<file path="config.mk">
export PLATFORM = sky130hd
export DESIGN_NAME = eff_addr_gen
export DESIGN_NICKNAME = d
export VERILOG_FILES = /design/src/rtl/ea_pkg.sv /design/src/rtl/ea_calc.sv /design/src/rtl/ea_ctrl.sv /design/src/rtl/eff_addr_gen.sv
export SDC_FILE = /design/constraint.sdc
export NUM_CORES = 1
export LEC_CHECK = 0
export BUFFER_PORTS_ARGS = -buffer_cell sky130_fd_sc_hd__buf_2
export CAP_MARGIN = 20
export CORE_MARGIN = 10
export CORE_UTILIZATION = 30
export CTS_CLUSTER_DIAMETER = 120
export DETAILED_ROUTE_END_ITERATION = 10
export SLEW_MARGIN = 25
export SYNTH_ARGS = -nofsm -noshare
export SYNTH_HDL_FRONTEND = slang
export SYNTH_SLANG_ARGS = --single-unit
</file>
<file path="constraint.sdc">
create_clock -name clk -period 3.4 [get_ports clk]
set_clock_uncertainty 0.15 [all_clocks]
set_input_delay 0.17 -clock clk [delete_from_list [all_inputs] [get_ports clk]]
set_output_delay 0.17 -clock clk [all_outputs]
set_load 0.05 [all_outputs]
</file>
<file path="src/rtl/ea_pkg.sv">
`timescale 1ns/1ps
package ea_pkg;
  typedef enum logic [3:0] {
    M_IMM  = 4'd0,
    M_IMPL = 4'd1,
    M_REG  = 4'd2,
    M_RIND = 4'd3,
    M_AINC = 4'd4,
    M_ADEC = 4'd5,
    M_DIR  = 4'd6,
    M_MIND = 4'd7,
    M_REL  = 4'd8,
    M_IDX  = 4'd9,
    M_BASE = 4'd10
  } ea_mode_e;

  typedef enum logic [1:0] {
    S_IDLE = 2'd0,
    S_REQ  = 2'd1,
    S_WAIT = 2'd2
  } ea_state_e;
endpackage

</file>
<file path="src/rtl/ea_calc.sv">
`timescale 1ns/1ps
module ea_calc #(
  parameter int AW = 16,
  parameter int FW = 8
) (
  input  logic [3:0]    mode,
  input  logic [FW-1:0] field,
  input  logic [AW-1:0] pc_next,
  input  logic [AW-1:0] reg_data,
  input  logic [AW-1:0] idx_data,
  input  logic [AW-1:0] base_data,
  output logic [AW-1:0] addr,
  output logic          is_op,
  output logic          no_addr,
  output logic          needs_mem,
  output logic          bad_mode,
  output logic          wb_req,
  output logic [AW-1:0] wb_val
);
  import ea_pkg::*;

  logic [AW-1:0] fz;
  logic [AW-1:0] fs;

  generate
    if (AW > FW) begin : g_ext
      assign fz = {{(AW-FW){1'b0}}, field};
      assign fs = {{(AW-FW){field[FW-1]}}, field};
    end else begin : g_same
      assign fz = field[AW-1:0];
      assign fs = field[AW-1:0];
    end
  endgenerate

  always_comb begin
    addr      = '0;
    is_op     = 1'b0;
    no_addr   = 1'b0;
    needs_mem = 1'b0;
    bad_mode  = 1'b0;
    wb_req    = 1'b0;
    wb_val    = reg_data;
    case (mode)
      M_IMM:  begin addr = fz; is_op = 1'b1; end
      M_IMPL,
      M_REG:  no_addr = 1'b1;
      M_RIND: addr = reg_data;
      M_AINC: begin addr = reg_data; wb_req = 1'b1; wb_val = reg_data + AW'(1); end
      M_ADEC: begin addr = reg_data; wb_req = 1'b1; wb_val = reg_data - AW'(1); end
      M_DIR:  addr = fz;
      M_MIND: begin addr = fz; needs_mem = 1'b1; end
      M_REL:  addr = pc_next + fs;
      M_IDX:  addr = idx_data + fz;
      M_BASE: addr = base_data + fz;
      default: bad_mode = 1'b1;
    endcase
  end
endmodule

</file>
<file path="src/rtl/ea_ctrl.sv">
`timescale 1ns/1ps
module ea_ctrl #(
  parameter int AW = 16
) (
  input  logic          clk,
  input  logic          rst,
  input  logic          start,
  input  logic [AW-1:0] c_addr,
  input  logic          c_is_op,
  input  logic          c_no_addr,
  input  logic          c_mem,
  input  logic          c_bad,
  input  logic          c_wb,
  input  logic [AW-1:0] c_wb_val,
  input  logic [AW-1:0] mem_rdata,
  output logic          mem_rd_en,
  output logic [AW-1:0] mem_raddr,
  output logic          ea_valid,
  output logic [AW-1:0] ea_out,
  output logic          is_operand,
  output logic          no_addr,
  output logic          illegal,
  output logic          wb_en,
  output logic [AW-1:0] wb_data,
  output logic          busy
);
  import ea_pkg::*;

  ea_state_e st;

  assign busy = (st != S_IDLE);

  always_ff @(posedge clk) begin
    if (rst) begin
      st         <= S_IDLE;
      mem_rd_en  <= 1'b0;
      mem_raddr  <= '0;
      ea_valid   <= 1'b0;
      ea_out     <= '0;
      is_operand <= 1'b0;
      no_addr    <= 1'b0;
      illegal    <= 1'b0;
      wb_en      <= 1'b0;
      wb_data    <= '0;
    end else begin
      mem_rd_en  <= 1'b0;
      ea_valid   <= 1'b0;
      is_operand <= 1'b0;
      no_addr    <= 1'b0;
      illegal    <= 1'b0;
      wb_en      <= 1'b0;
      case (st)
        S_IDLE: begin
          if (start) begin
            if (c_mem) begin
              mem_rd_en <= 1'b1;
              mem_raddr <= c_addr;
              st        <= S_REQ;
            end else begin
              ea_valid   <= 1'b1;
              ea_out     <= c_addr;
              is_operand <= c_is_op;
              no_addr    <= c_no_addr;
              illegal    <= c_bad;
              wb_en      <= c_wb;
              if (c_wb) wb_data <= c_wb_val;
            end
          end
        end
        S_REQ: st <= S_WAIT;
        S_WAIT: begin
          ea_valid <= 1'b1;
          ea_out   <= mem_rdata;
          st       <= S_IDLE;
        end
        default: st <= S_IDLE;
      endcase
    end
  end
endmodule

</file>
<file path="src/rtl/eff_addr_gen.sv">
`timescale 1ns/1ps
module eff_addr_gen #(
  parameter int AW = 16,
  parameter int FW = 8
) (
  input  logic          clk,
  input  logic          rst,
  input  logic          start,
  input  logic [3:0]    mode,
  input  logic [FW-1:0] field,
  input  logic [AW-1:0] pc_next,
  input  logic [AW-1:0] reg_data,
  input  logic [AW-1:0] idx_data,
  input  logic [AW-1:0] base_data,
  output logic          mem_rd_en,
  output logic [AW-1:0] mem_raddr,
  input  logic [AW-1:0] mem_rdata,
  output logic          ea_valid,
  output logic [AW-1:0] ea_out,
  output logic          is_operand,
  output logic          no_addr,
  output logic          illegal,
  output logic          wb_en,
  output logic [AW-1:0] wb_data
);
  logic [AW-1:0] c_addr;
  logic [AW-1:0] c_wb_val;
  logic          c_is_op;
  logic          c_no_addr;
  logic          c_mem;
  logic          c_bad;
  logic          c_wb;
  logic          busy;

  ea_calc #(.AW(AW), .FW(FW)) u_calc (
    .mode      (mode),
    .field     (field),
    .pc_next   (pc_next),
    .reg_data  (reg_data),
    .idx_data  (idx_data),
    .base_data (base_data),
    .addr      (c_addr),
    .is_op     (c_is_op),
    .no_addr   (c_no_addr),
    .needs_mem (c_mem),
    .bad_mode  (c_bad),
    .wb_req    (c_wb),
    .wb_val    (c_wb_val)
  );

  ea_ctrl #(.AW(AW)) u_ctrl (
    .clk        (clk),
    .rst        (rst),
    .start      (start),
    .c_addr     (c_addr),
    .c_is_op    (c_is_op),
    .c_no_addr  (c_no_addr),
    .c_mem      (c_mem),
    .c_bad      (c_bad),
    .c_wb       (c_wb),
    .c_wb_val   (c_wb_val),
    .mem_rdata  (mem_rdata),
    .mem_rd_en  (mem_rd_en),
    .mem_raddr  (mem_raddr),
    .ea_valid   (ea_valid),
    .ea_out     (ea_out),
    .is_operand (is_operand),
    .no_addr    (no_addr),
    .illegal    (illegal),
    .wb_en      (wb_en),
    .wb_data    (wb_data),
    .busy       (busy)
  );
endmodule

</file>
==> results.json, run 1 <==
{
  "outcome": "completed",
  "post-cts-setup-buffers": 0,
  "synth.distinct_cells": 67,
  "finalSetupViolCount": 0,
  "grt_pass1_vias": 4407,
  "post-route-util_pct": 38.4,
  "synth_edf_count": 0,
  "final_cells": 881,
  "power_mw": 1.80,
  "fin_tns_setup_ns": 0,
  "hold_violations": 0,
  "drc": 0,
  "path_clk_slew_ns": 0.07,
  "whs_ns": 0.0222,
  "fin_ws_ns": 0.370,
  "viasPerCell": 5.07,
  "ios": 149,
  "vias": 4464,
  "ys_seq_area_share_pct": 25.5,
  "holdBufCountCts": 1,
  "r2r-start": "u_ctrl.st[1]",
  "drtAntennaViolNets": 0,
  "netSwitchingPower_mw": 0.607,
  "cts_max_level": 2,
  "syn_inst": 548,
  "holdPathEnd": "u_ctrl.ea_out[5]",
  "drt-pass1-iter-count": 5,
  "synthTopCellsByArea": "dfxtp_1, ha_1, nand2_1",
  "slew_violations": 0,
  "synthArstFlopShare_pct": 0,
  "syn2layout_area_growth_pct": 26.0,
  "multi_input_area_um2": 3140,
  "slew_headroom_pct": 38.0,
  "clockBufferDepth": 2,
  "start_util_pct": 30.5,
  "gp_congestion": 0.925,
  "pre_cts_slack_ns": 0.0440,
  "antenna_found_initial": 1,
  "crit_arrival_ns": 3.08,
  "synth_ff_type": "dfxtp_1",
  "diodes": 0,
  "vdd_drop_max_uv": 174,
  "clk_latency_ns": 0.29,
  "drt_iter0_drc": 223,
  "die_y_um": 141,
  "start_kind": "primary input",
  "grt_usage_pct": 14.6,
  "cp_cell_sequence": "buf_2 > and4bb_2 > nand2_1 > nand2_1 > ha_1 > inv_1 > fa_1 > nand3b_1 > a21o_1 > a211oi_2 > nand3_1 > a221oi_1 > nor3_1 > a211oi_1",
  "numPortBuffers": 148,
  "hold_start": "mem_rdata[5]",
  "required_ns": 3.45,
  "numCtsBuffers": 5,
  "end_kind": "flop",
  "die-width_um": 141,
  "period_share_pct": 89.1,
  "placed_cell_area_um2": 5390,
  "fin_nets": 833,
  "tightest_slew_ns": 0.931,
  "avgSynthCellArea_um2": 8.02,
  "design_area_um2": 5540,
  "swShare_pct": 33.7,
  "grt_max_degree": 49,
  "max_freq_ghz": 0.330,
  "p_leak_nw": 2.51,
  "netlist_area_um2": 4400,
  "cts-root-buf": "clkbuf_16",
  "wl_per_cell_um": 17.1,
  "grt_overflow": 0,
  "p_comb_share_pct": 34.2,
  "min_path_type": "primary input to flop",
  "p_per_area_nw_per_um2": 325,
  "die_area_um2": 19900,
  "ys_ff_latch": 56,
  "cts_tree": "done",
  "final.fill_count": 1560,
  "clock-sinks": 56,
  "synthTopCellsByCount": "nand2_1, dfxtp_1, a21oi_1, nor2_1, ha_1",
  "p_int_mw": 1.19,
  "r2r-end": "u_ctrl.is_operand",
  "syn-num-nets": 685,
  "rsz0062_at_grt": "no",
  "critPathSlowestCell": "a211oi_2",
  "synth_top_area_cell": "dfxtp_1",
  "crit_fanout": 7,
  "core-area_um2": 14400,
  "rr_worst_depth": 4,
  "cpMostUsedCell": "nand2_1",
  "p_clk_share_pct": 27.7,
  "worst_path_largest_cell_delay_ns": 0.42,
  "grt_pass1_wl_mm": 23.8,
  "dp_hpwl_mm": 12.7,
  "crit_type": "primary input to flop",
  "yosysWarnings": 0,
  "seqPwrFrac_pct": 38.1,
  "cap_viol_max_count": 0,
  "post-route-min-period_ns": 3.03,
  "r2r_slack_ns": 1.46,
  "synth_top_area_share_pct": 25.5,
  "yosysMostFrequentCell": "nand2_1",
  "min_path_cells": 3,
  "std_cell_rows": 44,
  "cts-resized-gates": 0,
  "final-seq-area_um2": 1120,
  "drive_gt1_share_pct": 27.7,
  "dp.cells": 872,
  "wl_mm": 15.0
}
==> cells by family (layout without fill, tap and decap cells) <==
| logic type | after synthesis | after routing | synth area share (%) |
|---|---|---|---|
| compound gates | 172 | 172 | 26.8 |
| xor+xnor | 37 | 37 | 7.37 |
| buf+inv | 33 | 182 | 3.10 |
| simple gates | 199 | 199 | 22.5 |
| flops | 56 | 56 | 25.5 |
| mux | 9 | 9 | 2.25 |
| fa+ha+maj | 42 | 42 | 12.5 |
==> per-layer routing <==
metal | GRT usage (%) | routed length [um]
met2 | 23.0 | 6800
met5 | 0 | 7
met3 | 2.99 | 943
met1 | 19.9 | 7030
met4 | 3.75 | 267
==> worst max-delay path by stage <==
stage                     slack (ns)                 to  cells after the start    start
final                           0.37  u_ctrl.ea_out[14]                     14  mode[0]
after CTS                       0.34  u_ctrl.ea_out[14]                     14  mode[2]
after global routing            0.11  u_ctrl.ea_out[14]                     14  mode[0]
after detailed placement        0.04  u_ctrl.ea_out[14]                     14  mode[2]
after global placement          0.09  u_ctrl.ea_out[14]                     14  mode[2]
after floorplan                 0.14  u_ctrl.ea_out[12]                     15  mode[2]
==> power groups by stage <==
stage | sequential (mW) | clock (mW) | combinational (mW)
floorplan | 0.769 | 0 | 0.347
global placement | 0.701 | 0 | 0.614
detailed placement | 0.701 | 0 | 0.614
CTS | 0.686 | 0.516 | 0.618
global route | 0.688 | 0.544 | 0.680
finish | 0.686 | 0.500 | 0.615
==> flip-flops by register name (all words and copies together) (netlist names) <==
register,count
u_ctrl.ea_out,16
u_ctrl.mem_raddr,16
u_ctrl.wb_data,16
u_ctrl.st,2
u_ctrl.ea_valid,1
u_ctrl.illegal,1
u_ctrl.is_operand,1
u_ctrl.mem_rd_en,1
u_ctrl.no_addr,1
u_ctrl.wb_en,1
==> area by class of cell <==
type / count / share of cell area, %
Clock buffer: 7 / 2.39
Clock inverter: 1 / 0.158
Inverter: 8 / 0.542
Multi-Input combinational cell: 459 / 56.7
Sequential cell: 56 / 20.2
Tap cell: 184 / 4.16
Timing Repair Buffer: 166 / 15.9
==> worst max-delay path, delay by kind of cell <==
| family | cells | cell delay, ns |
|---|---|---|
| AOI/OAI and AO/OA | 4 | 1.24 |
| adders and majority gates | 2 | 0.59 |
| buffers and inverters | 2 | 0.19 |
| and+or+nand+nor | 6 | 0.89 |
==> cells in the final DEF, fill, tap and decap left out, drive strengths merged, types with 12 or more instances in the layout <==
cell type / instances
xor2: 17
nand3: 14
ha: 39
nor2: 41
buf: 165
xnor2: 20
o21ai: 32
nand2: 74
a22oi: 12
dfxtp: 56
nor3: 13
a211oi: 21
a21oi: 45
Power figures use the tool's default switching activity.
==> run 2, diff against run 1 <==
Settings changed: RECOVER_POWER set to 50.
==> run 2 against run 1 <==
The run now ends with max-capacitance violations, max-slew violations left; sequential power hardly changed; flip-flop and latch count stayed put; critical path depth stayed put; wire length is 0.74% higher; cell count stayed put; count of clock-buffer cells in the layout stayed put; total power is 0.25% lower; design area is 1.2% lower; sequential share of layout area is 0.25 points higher; global-route usage stayed put; die area stayed put; combinational power is 0.8% lower; critical path type unchanged; largest power group unchanged.
==> results.json, run 2 (same netlist as run 1, synthesis figures left out) <==
{
  "crit_arrival_ns": 3.07,
  "violations": "max-capacitance violations, max-slew violations",
  "cts-root-buf": "clkbuf_16",
  "clockBufferDepth": 2,
  "required_ns": 3.43,
  "p_per_area_nw_per_um2": 328,
  "cts_tree": "done",
  "vdd_drop_max_uv": 174,
  "min_path_type": "primary input to flop",
  "numPortBuffers": 148,
  "largestRegisters": "u_ctrl.ea_out (16), u_ctrl.mem_raddr (16), u_ctrl.wb_data (16)",
  "layout_commonest_cell": "buf_2",
  "cts_max_level": 2,
  "drtAntennaViolNets": 0,
  "gp_congestion": 0.925,
  "drc": 0,
  "netSwitchingPower_mw": 0.608,
  "hold_violations": 0,
  "end_kind": "flop",
  "p_comb_share_pct": 34.0,
  "rsz0062_at_grt": "no",
  "start_util_pct": 30.5,
  "std_cell_rows": 44,
  "grt_pass1_wl_mm": 23.8,
  "syn2layout_area_growth_pct": 24.5,
  "slew_headroom_pct": -49.7,
  "max_freq_ghz": 0.329,
  "seqPwrFrac_pct": 38.2,
  "fin_nets": 833,
  "p_int_mw": 1.19,
  "r2r-start": "u_ctrl.st[1]",
  "numCtsBuffers": 5,
  "antenna_found_initial": 1,
  "p_leak_nw": 2.28,
  "holdPathEnd": "u_ctrl.ea_out[5]",
  "start_kind": "primary input",
  "finalSetupViolCount": 0,
  "outcome": "complete, but fails checks",
  "placed_cell_area_um2": 5390,
  "path_clk_slew_ns": 0.07,
  "wl_per_cell_um": 17.2,
  "drt-pass1-iter-count": 4,
  "vias": 4467,
  "grt_overflow": 0,
  "cap_viol_max_count": 1,
  "drive_gt1_share_pct": 19.8,
  "hold_start": "mem_rdata[5]",
  "design_area_um2": 5470,
  "grt_usage_pct": 14.6,
  "rr_worst_depth": 5,
  "crit_fanout": 7,
  "min_path_cells": 3,
  "die_y_um": 141,
  "r2r-end": "u_ctrl.ea_out[12]",
  "period_share_pct": 89.4,
  "clock-sinks": 56,
  "tightest_slew_ns": 2.25,
  "grt_pass1_vias": 4407,
  "swShare_pct": 33.8,
  "p_clk_share_pct": 27.8,
  "core-area_um2": 14400,
  "post-route-min-period_ns": 3.04,
  "slew_violations": 49,
  "wl_mm": 15.2,
  "die_area_um2": 19900,
  "grt_max_degree": 49,
  "final_cell_mix": "buf_2, nand2_1, clkbuf_1",
  "viasPerCell": 5.07,
  "dp_hpwl_mm": 12.7,
  "fin_tns_setup_ns": 0,
  "crit_type": "primary input to flop",
  "r2r_slack_ns": 1.46,
  "diodes": 0,
  "die-width_um": 141,
  "ios": 149,
  "clk_latency_ns": 0.29,
  "drt_iter0_drc": 244
}
[run 2: through the flow]
stage / power [mW] / worst slack, ns / hold WS (ns) / utilization, % / instances
2_1_floorplan: 1.12 / 0.143 / 0.0970 / - / 548
3_3_place_gp: 1.31 / 0.0902 / 0.286 / 37.4 / 872
3_5_place_dp: 1.31 / 0.0440 / 0.289 / 37.4 / 872
4_1_cts: 1.82 / 0.341 / 0.0196 / 38.4 / 881
5_1_grt: 1.91 / 0.0871 / 0.0273 / 37.9 / 881
6_report: 1.80 / 0.361 / 0.0237 / 37.9 / 881
[run 2: area by class of cell]
class | instances | area, um^2
Clock buffer | 7 | 133
Clock inverter | 1 | 8.76
Fill cell | 1580 | 8950
Inverter | 8 | 30.0
Multi-Input combinational cell | 459 | 3140
Sequential cell | 56 | 1120
Tap cell | 184 | 230
Timing Repair Buffer | 166 | 810
[run 2: per-layer routing]
metal	track usage, %	part of all wire [%]
met1	19.9	47
met2	23.0	45
met3	2.99	6.2
met4	3.75	1.5
met5	0	0.046
[run 2: worst max-delay path by stage]
stage	startpoint	endpoint	depth (start not counted)
after floorplan	mode[2]	u_ctrl.ea_out[12]	15
after global routing	mode[0]	u_ctrl.ea_out[14]	14
after CTS	mode[2]	u_ctrl.ea_out[14]	14
after detailed placement	mode[2]	u_ctrl.ea_out[14]	14
after global placement	mode[2]	u_ctrl.ea_out[14]	14
final	mode[0]	u_ctrl.ea_out[14]	14
[run 2: what timing repair did]
action | CTS | global route
resized for setup | 0 | 0
endpoints found under the setup margin | 0 | 0
hold endpoints to repair | 1 | 0
buffers inserted | 0 | 0
hold buffers | 1 | 0
[run 2: critical path, stage by stage]
cell	delay [ns]
buf_2	0.12
and4bb_2	0.37
nand2_1	0.07
nand2_1	0.06
ha_1	0.21
inv_1	0.07
fa_1	0.38
nand3b_1	0.19
a21o_1	0.21
a211oi_2	0.42
nand3_1	0.12
a221oi_1	0.38
nor3_1	0.08
a211oi_1	0.22
[run 2: power by group through the flow]
| stage | registers [mW] | logic, mW | clock network, mW |
|---|---|---|---|
| after global routing | 0.688 | 0.674 | 0.544 |
| final | 0.687 | 0.610 | 0.500 |
| after floorplan | 0.769 | 0.347 | 0 |
| after CTS | 0.686 | 0.618 | 0.516 |
| after detailed placement | 0.701 | 0.614 | 0 |
| after global placement | 0.701 | 0.614 | 0 |
==> run 3, diff against run 2 <==
==> constraint.sdc (replaced) <==
create_clock -name clk -period 3.4 [get_ports clk]
set_clock_uncertainty 0.15 [all_clocks]
set_input_delay 0.68 -clock clk [delete_from_list [all_inputs] [get_ports clk]]
set_output_delay 0.68 -clock clk [all_outputs]
set_load 0.05 [all_outputs]
==> run 3 against run 2 <==
Critical path type unchanged; the run now ends clean; first-iteration DRC count shrank 12%; core utilization grew 3.4 points; non-clock buffer count grew 45.
==> results.json, run 3 (same netlist as run 1, synthesis figures left out) <==
{
  "clk_latency_ns": 0.29,
  "cts-root-buf": "clkbuf_16",
  "path_depth": 14,
  "rr_worst_depth": 5,
  "p_per_area_nw_per_um2": 334,
  "min_path_type": "flop to flop",
  "cts_tree": "done",
  "syn2layout_area_growth_pct": 35.7,
  "drt-pass1-iter-count": 4,
  "start_kind": "primary input",
  "period_share_pct": 96.7,
  "antenna_found_initial": 0,
  "drt_iter0_drc": 215,
  "grt_pass1_vias": 4499,
  "hold_violations": 0,
  "cpMostUsedCell": "nand2_2",
  "drc": 0,
  "vias": 4725,
  "numCtsBuffers": 5,
  "std_cell_rows": 44,
  "post-route-min-period_ns": 3.29,
  "critPathBufInv": 2,
  "gp_congestion": 0.885,
  "core-area_um2": 14400,
  "cp_cell_sequence": "buf_8 > and4bb_4 > nand2_2 > nand2_2 > ha_4 > inv_2 > fa_2 > nand3b_1 > a21o_1 > a211oi_4 > nand3_2 > a221oi_2 > nor3_1 > a211oi_1",
  "layout_commonest_cell": "buf_2",
  "tightest_slew_ns": 1.42,
  "cp_top_family": "compound AO/OA/AOI/OAI gates",
  "viasPerCell": 5.10,
  "drtAntennaViolNets": 0,
  "slew_violations": 0,
  "die_y_um": 141,
  "drive_gt1_share_pct": 27.2,
  "holdBufCountCts": 0,
  "ios": 149,
  "pre_cts_slack_ns": -0.400,
  "wl_mm": 15.8,
  "outcome": "completed",
  "p_leak_nw": 2.55,
  "crit_arrival_ns": 3.35,
  "fin_tns_setup_ns": 0,
  "diodes": 0,
  "worst_path_largest_cell_delay_ns": 0.39,
  "max_freq_ghz": 0.304,
  "grt_usage_pct": 14.5,
  "fin_ws_ns": 0.113,
  "required_ns": 3.47,
  "path_clk_slew_ns": 0.07,
  "clockBufferDepth": 2,
  "finalSetupViolCount": 0,
  "start_util_pct": 30.5,
  "dp_hpwl_mm": 13.0,
  "cap_viol_max_count": 0,
  "grt_pass1_wl_mm": 23.9,
  "fin_nets": 879,
  "end_kind": "flop",
  "largestRegisters": "u_ctrl.ea_out (16), u_ctrl.mem_raddr (16), u_ctrl.wb_data (16)",
  "crit_fanout": 6,
  "die-width_um": 141,
  "grt_max_degree": 33,
  "grt_overflow": 0,
  "numPortBuffers": 148,
  "die_area_um2": 19900,
  "final_cell_mix": "buf_2, nand2_1, buf_4",
  "critPathSlowestCell": "and4bb_4",
  "cts_max_level": 2,
  "wl_per_cell_um": 17.0,
  "vdd_drop_max_uv": 255,
  "min_path_cells": 2,
  "crit_type": "primary input to flop",
  "clock-sinks": 56,
  "slew_headroom_pct": 5.44,
  "final.fill_count": 1515
}
run 3: per-layer routing:
layer | share of wire [%] | GRT usage (%)
met2 | 46 | 24.0
met1 | 46 | 19.0
met3 | 6.4 | 3.09
met5 | 0 | 0
met4 | 1.6 | 3.10
run 3: area by class of cell:
type	instances	area, um^2	share of cell area [%]
clock buffer	7	153	2.56
clock inverter	1	30.0	0.503
inverter	8	30.0	0.503
multi-input combinational	460	3230	54.2
sequential	56	1120	18.8
tap	184	230	3.86
timing repair buffer	211	1170	19.6
run 3: metrics by stage:
step	area (um^2)	utilization [%]	power, mW	hold slack (ns)	cells
after floorplan	4420	-	1.12	0.309	548
after global placement	5720	39.6	1.37	0.286	914
after detailed placement	5720	39.6	1.37	0.291	914
after CTS	5910	41.0	1.99	0.301	922
after global routing	5960	41.4	2.09	0.322	927
final	5960	41.4	1.99	0.301	927
run 3: worst min-delay path, cell delays in order (launching register included):
cell     delay [ns]
dfxtp_1        0.31
nand2_1        0.05
a21oi_1        0.05
run 3: worst paths after layout:
path / start / endpoint / slack [ns]
setup / recovery: mode[0] / u_ctrl.ea_out[14] / 0.11
hold / removal: u_ctrl.wb_data[3] / u_ctrl.wb_data[3] / 0.30
setup reg to reg: u_ctrl.st[1] / u_ctrl.mem_raddr[5] / 1.26
hold reg to reg: u_ctrl.wb_data[3] / u_ctrl.wb_data[3] / 0.30
run 3: timing repair:
item,4_1_cts,5_1_grt
endpoints found under the hold margin,0,0
gates cloned,0,1
pin swaps,1,11
resized for setup,2,19
setup buffers,0,4
setup endpoints to repair,2,15
run 3: where the power goes:
group | internal (mW) | switching [mW]
logic | 0.288 | 0.394
registers | 0.676 | 0.0104
clock network | 0.388 | 0.235
